[config.mk]
export PLATFORM = sky130hd
export DESIGN_NAME = tri_phase_ring
export DESIGN_NICKNAME = d
export VERILOG_FILES = /design/src/rtl/tpr_pkg.sv /design/src/rtl/tpr_taps.sv /design/src/rtl/tpr_guard.sv /design/src/rtl/tpr_core.sv /design/src/rtl/tri_phase_ring.sv
export SDC_FILE = /design/constraint.sdc
export NUM_CORES = 1
export LEC_CHECK = 0
export ABC_AREA = 1
export BUFFER_PORTS_ARGS = -buffer_cell sky130_fd_sc_hd__buf_2
export CELL_PAD_IN_SITES_DETAIL_PLACEMENT = 0
export CELL_PAD_IN_SITES_GLOBAL_PLACEMENT = 1
export CORE_AREA = 3 3 40 42
export CTS_CLUSTER_SIZE = 40
export DETAILED_ROUTE_END_ITERATION = 7
export DIE_AREA = 0 0 43 45
export GPL_TIMING_DRIVEN = 0
export PLACE_DENSITY_LB_ADDON = 0.1
export REMOVE_ABC_BUFFERS = 1
export SETUP_SLACK_MARGIN = 0.05
export SLEW_MARGIN = 5
export SYNTH_ARGS = -nofsm -noshare
export SYNTH_HDL_FRONTEND = slang
export SYNTH_HIERARCHICAL = 1
export SYNTH_SLANG_ARGS = --single-unit
[constraint.sdc]
create_clock -name clk -period 1.75 [get_ports clk]
set_clock_uncertainty 0.05 [all_clocks]
set_input_delay 0.175 -clock clk [delete_from_list [all_inputs] [get_ports clk]]
set_output_delay 0.175 -clock clk [all_outputs]
set_load 0.05 [all_outputs]
[src/rtl/tpr_pkg.sv]
// Package: shared types and constants for the three-phase ring divider.
// Assumes a three-stage twisted ring; the tap positions below depend on it.
package tpr_pkg;

    localparam int RING_LEN = 3;
    localparam int TAP_A    = 0;             // first phase follows stage 0
    localparam int TAP_B    = RING_LEN - 1;  // second phase follows last stage
    localparam int TAP_C    = 1;             // third phase is inverted stage 1
    localparam int CLR_HI   = 0;             // stage cleared on all-high
    localparam int CLR_LO   = 1;             // stage cleared on all-low

    typedef logic [RING_LEN-1:0] ring_t;

    typedef struct packed {
        logic a;
        logic b;
        logic c;
    } phase_t;

    typedef enum logic [1:0] {
        SEQ_OK     = 2'd0,
        SEQ_ALL_HI = 2'd1,
        SEQ_ALL_LO = 2'd2
    } seq_e;

endpackage

[src/rtl/tpr_taps.sv]
// Module: tpr_taps
// Maps the ring register onto three phases spaced 120 degrees apart.
// Assumes the twisted-ring stage order defined in tpr_pkg.
module tpr_taps
    import tpr_pkg::*;
(
    input  ring_t  q,
    output phase_t ph
);

    // Purpose: pick the taps, inverting stage 1 for the third phase.
    always_comb begin
        ph.a = q[TAP_A];
        ph.b = q[TAP_B];
        ph.c = ~q[TAP_C];
    end

endmodule

[src/rtl/tpr_guard.sv]
// Module: tpr_guard
// Sequence watch gate: classifies the phase pattern as legal, all high or
// all low. Assumes the phases come straight from tpr_taps.
module tpr_guard
    import tpr_pkg::*;
(
    input  phase_t ph,
    output seq_e   kind
);

    // Purpose: flag the two patterns that only the lock-up loop produces.
    always_comb begin
        if (ph.a && ph.b && ph.c)
            kind = SEQ_ALL_HI;
        else if (!ph.a && !ph.b && !ph.c)
            kind = SEQ_ALL_LO;
        else
            kind = SEQ_OK;
    end

endmodule

[src/rtl/tpr_core.sv]
// Module: tpr_core
// Twisted-ring register. On each strobe it shifts by one stage, or it clears
// a single stage when the guard reports an illegal pattern. Also raises a
// one-clock correction pulse. Assumes step lasts one clock.
module tpr_core
    import tpr_pkg::*;
#(
    parameter ring_t INIT_STATE = '0
) (
    input  logic  clk,
    input  logic  rst_n,
    input  logic  step,
    input  seq_e  kind,
    output ring_t q,
    output logic  fix
);

    ring_t shifted;
    ring_t nxt;

    // Purpose: the feedback stage takes the inverted last stage.
    always_comb shifted[0] = ~q[RING_LEN-1];

    // Purpose: every other stage takes the stage before it.
    for (genvar i = 1; i < RING_LEN; i++) begin : g_shift
        always_comb shifted[i] = q[i-1];
    end

    // Purpose: choose between a normal advance and a single-stage clear.
    always_comb begin
        case (kind)
            SEQ_ALL_HI: nxt = q & ~(ring_t'(1) << CLR_HI);
            SEQ_ALL_LO: nxt = q & ~(ring_t'(1) << CLR_LO);
            default:    nxt = shifted;
        endcase
    end

    // Purpose: ring register, loaded on reset and updated on strobes.
    always_ff @(posedge clk) begin
        if (!rst_n)
            q <= INIT_STATE;
        else if (step)
            q <= nxt;
    end

    // Purpose: one-clock pulse after a strobe that corrected the ring.
    always_ff @(posedge clk) begin
        if (!rst_n)
            fix <= 1'b0;
        else
            fix <= step && (kind != SEQ_OK);
    end

endmodule

[src/rtl/tri_phase_ring.sv]
// Module: tri_phase_ring
// Top level: a divide-by-six three-phase generator with self-correction.
// The ring is in tpr_core, phase taps in tpr_taps, and the watch gate in
// tpr_guard. INIT_STATE is the ring value loaded at reset; its default
// is the legal start.
module tri_phase_ring #(
    parameter logic [2:0] INIT_STATE = 3'b000
) (
    input  logic clk,
    input  logic rst_n,
    input  logic step,
    output logic ph_a,
    output logic ph_b,
    output logic ph_c,
    output logic fix
);
    import tpr_pkg::*;

    ring_t  ring_q;
    phase_t phases;
    seq_e   seq_kind;

    tpr_core #(.INIT_STATE(ring_t'(INIT_STATE))) u_core (
        .clk   (clk),
        .rst_n (rst_n),
        .step  (step),
        .kind  (seq_kind),
        .q     (ring_q),
        .fix   (fix)
    );

    tpr_taps u_taps (
        .q  (ring_q),
        .ph (phases)
    );

    tpr_guard u_guard (
        .ph   (phases),
        .kind (seq_kind)
    );

    // Purpose: drive the phase pins from the tap struct.
    always_comb begin
        ph_a = phases.a;
        ph_b = phases.b;
        ph_c = phases.c;
    end

endmodule

==> out/summary.json <==
{
  "status": {"value": "finished clean"},
  "met2_usage": {"value": 8.08, "unit": "%"},
  "synth.cell_area": {"value": 260, "unit": "um2"},
  "insertion_delay": {"value": 0.23, "unit": "ns"},
  "dp_cells": {"value": 60},
  "die_width": {"value": 43, "unit": "um"},
  "yosys_register_bits": {"value": 4},
  "mostFrequentLayoutCell": {"value": "nand2_1"},
  "critPathArrivalTime": {"value": 1.53, "unit": "ns"},
  "globalRouteOverflowTotal": {"value": 0},
  "clkSinkCount": {"value": 4},
  "synth_top_family_by_area": {"value": "simple AND/OR/NAND/NOR gates"},
  "stdcell_area": {"value": 317, "unit": "um2"},
  "transition_at_the_pin_with_the_smallest_max_transition_slack": {"value": 0.250, "unit": "ns"},
  "dr_total_vias": {"value": 238},
  "final_core_utilization": {"value": 24.6, "unit": "%"},
  "required": {"value": 1.82, "unit": "ns"},
  "tritoncts.num_buffers": {"value": 3},
  "cts_setup_buffers": {"value": 0},
  "antenna-diode-count": {"value": 0},
  "die_h": {"value": 45, "unit": "um"},
  "synth_seq_area_share": {"value": 30.8, "unit": "%"},
  "synth_compound_area_share": {"value": 0, "unit": "%"},
  "die_area": {"value": 1940, "unit": "um2"},
  "syn_to_final_growth": {"value": 21.6, "unit": "%"},
  "final_routed_drc_violation_total": {"value": 0},
  "groute.layer.met3.usage": {"value": 5.98, "unit": "%"},
  "route.detailed.wl_per_inst": {"value": 8.06, "unit": "um"},
  "antenna_violating_nets_post_route": {"value": 0},
  "clock_tree_from_tritoncts": {"value": "built"},
  "layout.filler_cells": {"value": 151},
  "grt_pass1_vias": {"value": 212},
  "num_io_pins": {"value": 7},
  "holdWs": {"value": 0.136, "unit": "ns"},
  "postCtsHoldBufs": {"value": 0},
  "globalRoute.busiestLayer": {"value": "met1"},
  "rsz0062_at_grt": {"value": "false"},
  "p_leak": {"value": 0.168, "unit": "nW"},
  "initial_core_util": {"value": 20.3, "unit": "%"},
  "setup-violations-final": {"value": 0},
  "critical_path.startpoint_type": {"value": "flop"},
  "final_min_period_over_clock_period": {"value": 83.3, "unit": "%"},
  "final_max_slew_viol_count": {"value": 0},
  "postCtsResizedCells": {"value": 0},
  "root_buffer": {"value": "clkbuf_4"},
  "detailed_place.area": {"value": 294, "unit": "um2"},
  "placement.io_buffers": {"value": 6},
  "power_per_cell_area": {"value": 944, "unit": "nW/um2"},
  "most-common-layout-cells": {"value": "nand2_1 (11), nor2_1 (9), inv_1 (7), buf_2 (6), dfxtp_1 (4)"},
  "synth-simple-area-share": {"value": 36.1, "unit": "%"},
  "syn_area_per_cell": {"value": 6.35, "unit": "um2"},
  "yosys_warnings": {"value": 6},
  "clkSlewWorstSetupHoldPaths": {"value": 0.04, "unit": "ns"},
  "cts_htree_levels": {"value": 1},
  "placeable_core_region": {"value": 1280, "unit": "um2"},
  "drv.max_cap_violation_count": {"value": 0},
  "fin_nets": {"value": 56},
  "worst_slew_margin_rel": {"value": 83.4, "unit": "%"},
  "synth_xor_xnor_area_share": {"value": 0, "unit": "%"},
  "fraction_of_synthesized_area_in_multiplexers": {"value": 0, "unit": "%"},
  "groute.usage.overall": {"value": 6.65, "unit": "%"},
  "fp-row-count": {"value": 13},
  "final_hold_viol_count": {"value": 0},
  "place_hpwl": {"value": 419, "unit": "um"},
  "grt_max_degree": {"value": 6},
  "synth_cell_types": {"value": 8},
  "clk_path_buf_depth": {"value": 2},
  "start_to_end_type_of_the_worst_setup_path": {"value": "flop to flop"},
  "gp_congestion": {"value": 0.714},
  "first_iter_violations": {"value": 3},
  "ir_worst_vdd": {"value": 0.000286, "unit": "V"},
  "timing.setup.tns": {"value": 0, "unit": "ns"},
  "synthAdderAreaFrac": {"value": 14.4, "unit": "%"},
  "final.min_clock_period": {"value": 1.46, "unit": "ns"},
  "grt_first_pass_wirelength": {"value": 890, "unit": "um"},
  "post_route_cells_drive_above_1_share": {"value": 29.2, "unit": "%"},
  "layout.cells.non_filler": {"value": 63},
  "routed_via_density": {"value": 3.78},
  "endpoint_kind": {"value": "flop"},
  "critPathMaxFanout": {"value": 3},
  "fmax": {"value": 0.686, "unit": "GHz"},
  "grt_antenna_before_repair": {"value": 0},
  "hold_path.class": {"value": "input port to flop"},
  "grt_use_met1": {"value": 8.39, "unit": "%"},
  "route.final.wire_length": {"value": 508, "unit": "um"},
  "postSynthCellCount": {"value": 41},
  "drt_first_pass_iters": {"value": 4}
}
cells in the mapped netlist:
cell      n  area [um2]
buf_4     2        15.0
inv_1     7        26.3
inv_2     2        7.51
nand2_1  11        41.3
dfxtp_1   4        80.1
nor2_2    3        18.8
ha_1      3        37.5
nor2_1    9        33.8
final timing paths:
path              cells after the start   startpoint           to  slack [ns]
hold reg to reg                       2  u_core/q[1]  u_core/q[1]        0.45
hold / removal                        3         step   u_core/fix        0.14
setup reg to reg                      9  u_core/q[1]  u_core/q[2]        0.29
setup / recovery                      9  u_core/q[1]  u_core/q[2]        0.29
cell type report:
type | count | area [um2] | share of cell area [%]
clock buffer | 3 | 22.5 | 7.11
inverter | 9 | 33.8 | 10.7
multi-input combinational | 26 | 131 | 41.5
sequential | 4 | 80.1 | 25.3
tap | 15 | 18.8 | 5.93
timing repair buffer | 6 | 30.0 | 9.49
metrics by stage:
stage	setup slack, ns	power (mW)
after global routing	0.136	0.327
after global placement	0.306	0.192
after floorplan	0.0866	0.172
final	0.292	0.299
after detailed placement	0.282	0.191
after CTS	0.269	0.306
per-layer routing:
| layer | wire length, um | vias to the layer above |
|---|---|---|
| met2 | 221 | 9 |
| met5 | 0 | - |
| li1 | - | 127 |
| met4 | 0 | 0 |
| met3 | 39 | 0 |
| met1 | 247 | 102 |
logic make-up after synthesis:
family	count (synthesis)
flops	4
buf+inv	11
simple gates	23
fa+ha+maj	3
registers in the layout, summed over array words and instances, names as in the netlist:
register / flops
u_core/q: 3
u_core/fix: 1
power by group:
part           internal (mW)  switching [mW]  total [mW]
logic                 0.0239          0.0580      0.0819
clock network         0.0764          0.0335       0.110
registers             0.0995         0.00760       0.107
critical path, cell delays in order, from the launching register on:
cell and delay, ns:
dfxtp_1 0.31, inv_1 0.09, nand2_1 0.06, nor2_1 0.13, inv_1 0.08, ha_1 0.32
nor2_2 0.14, nand2_1 0.06, nand2_1 0.06, nor2_1 0.04
No activity file was read; power rests on OpenSTA's default activity.
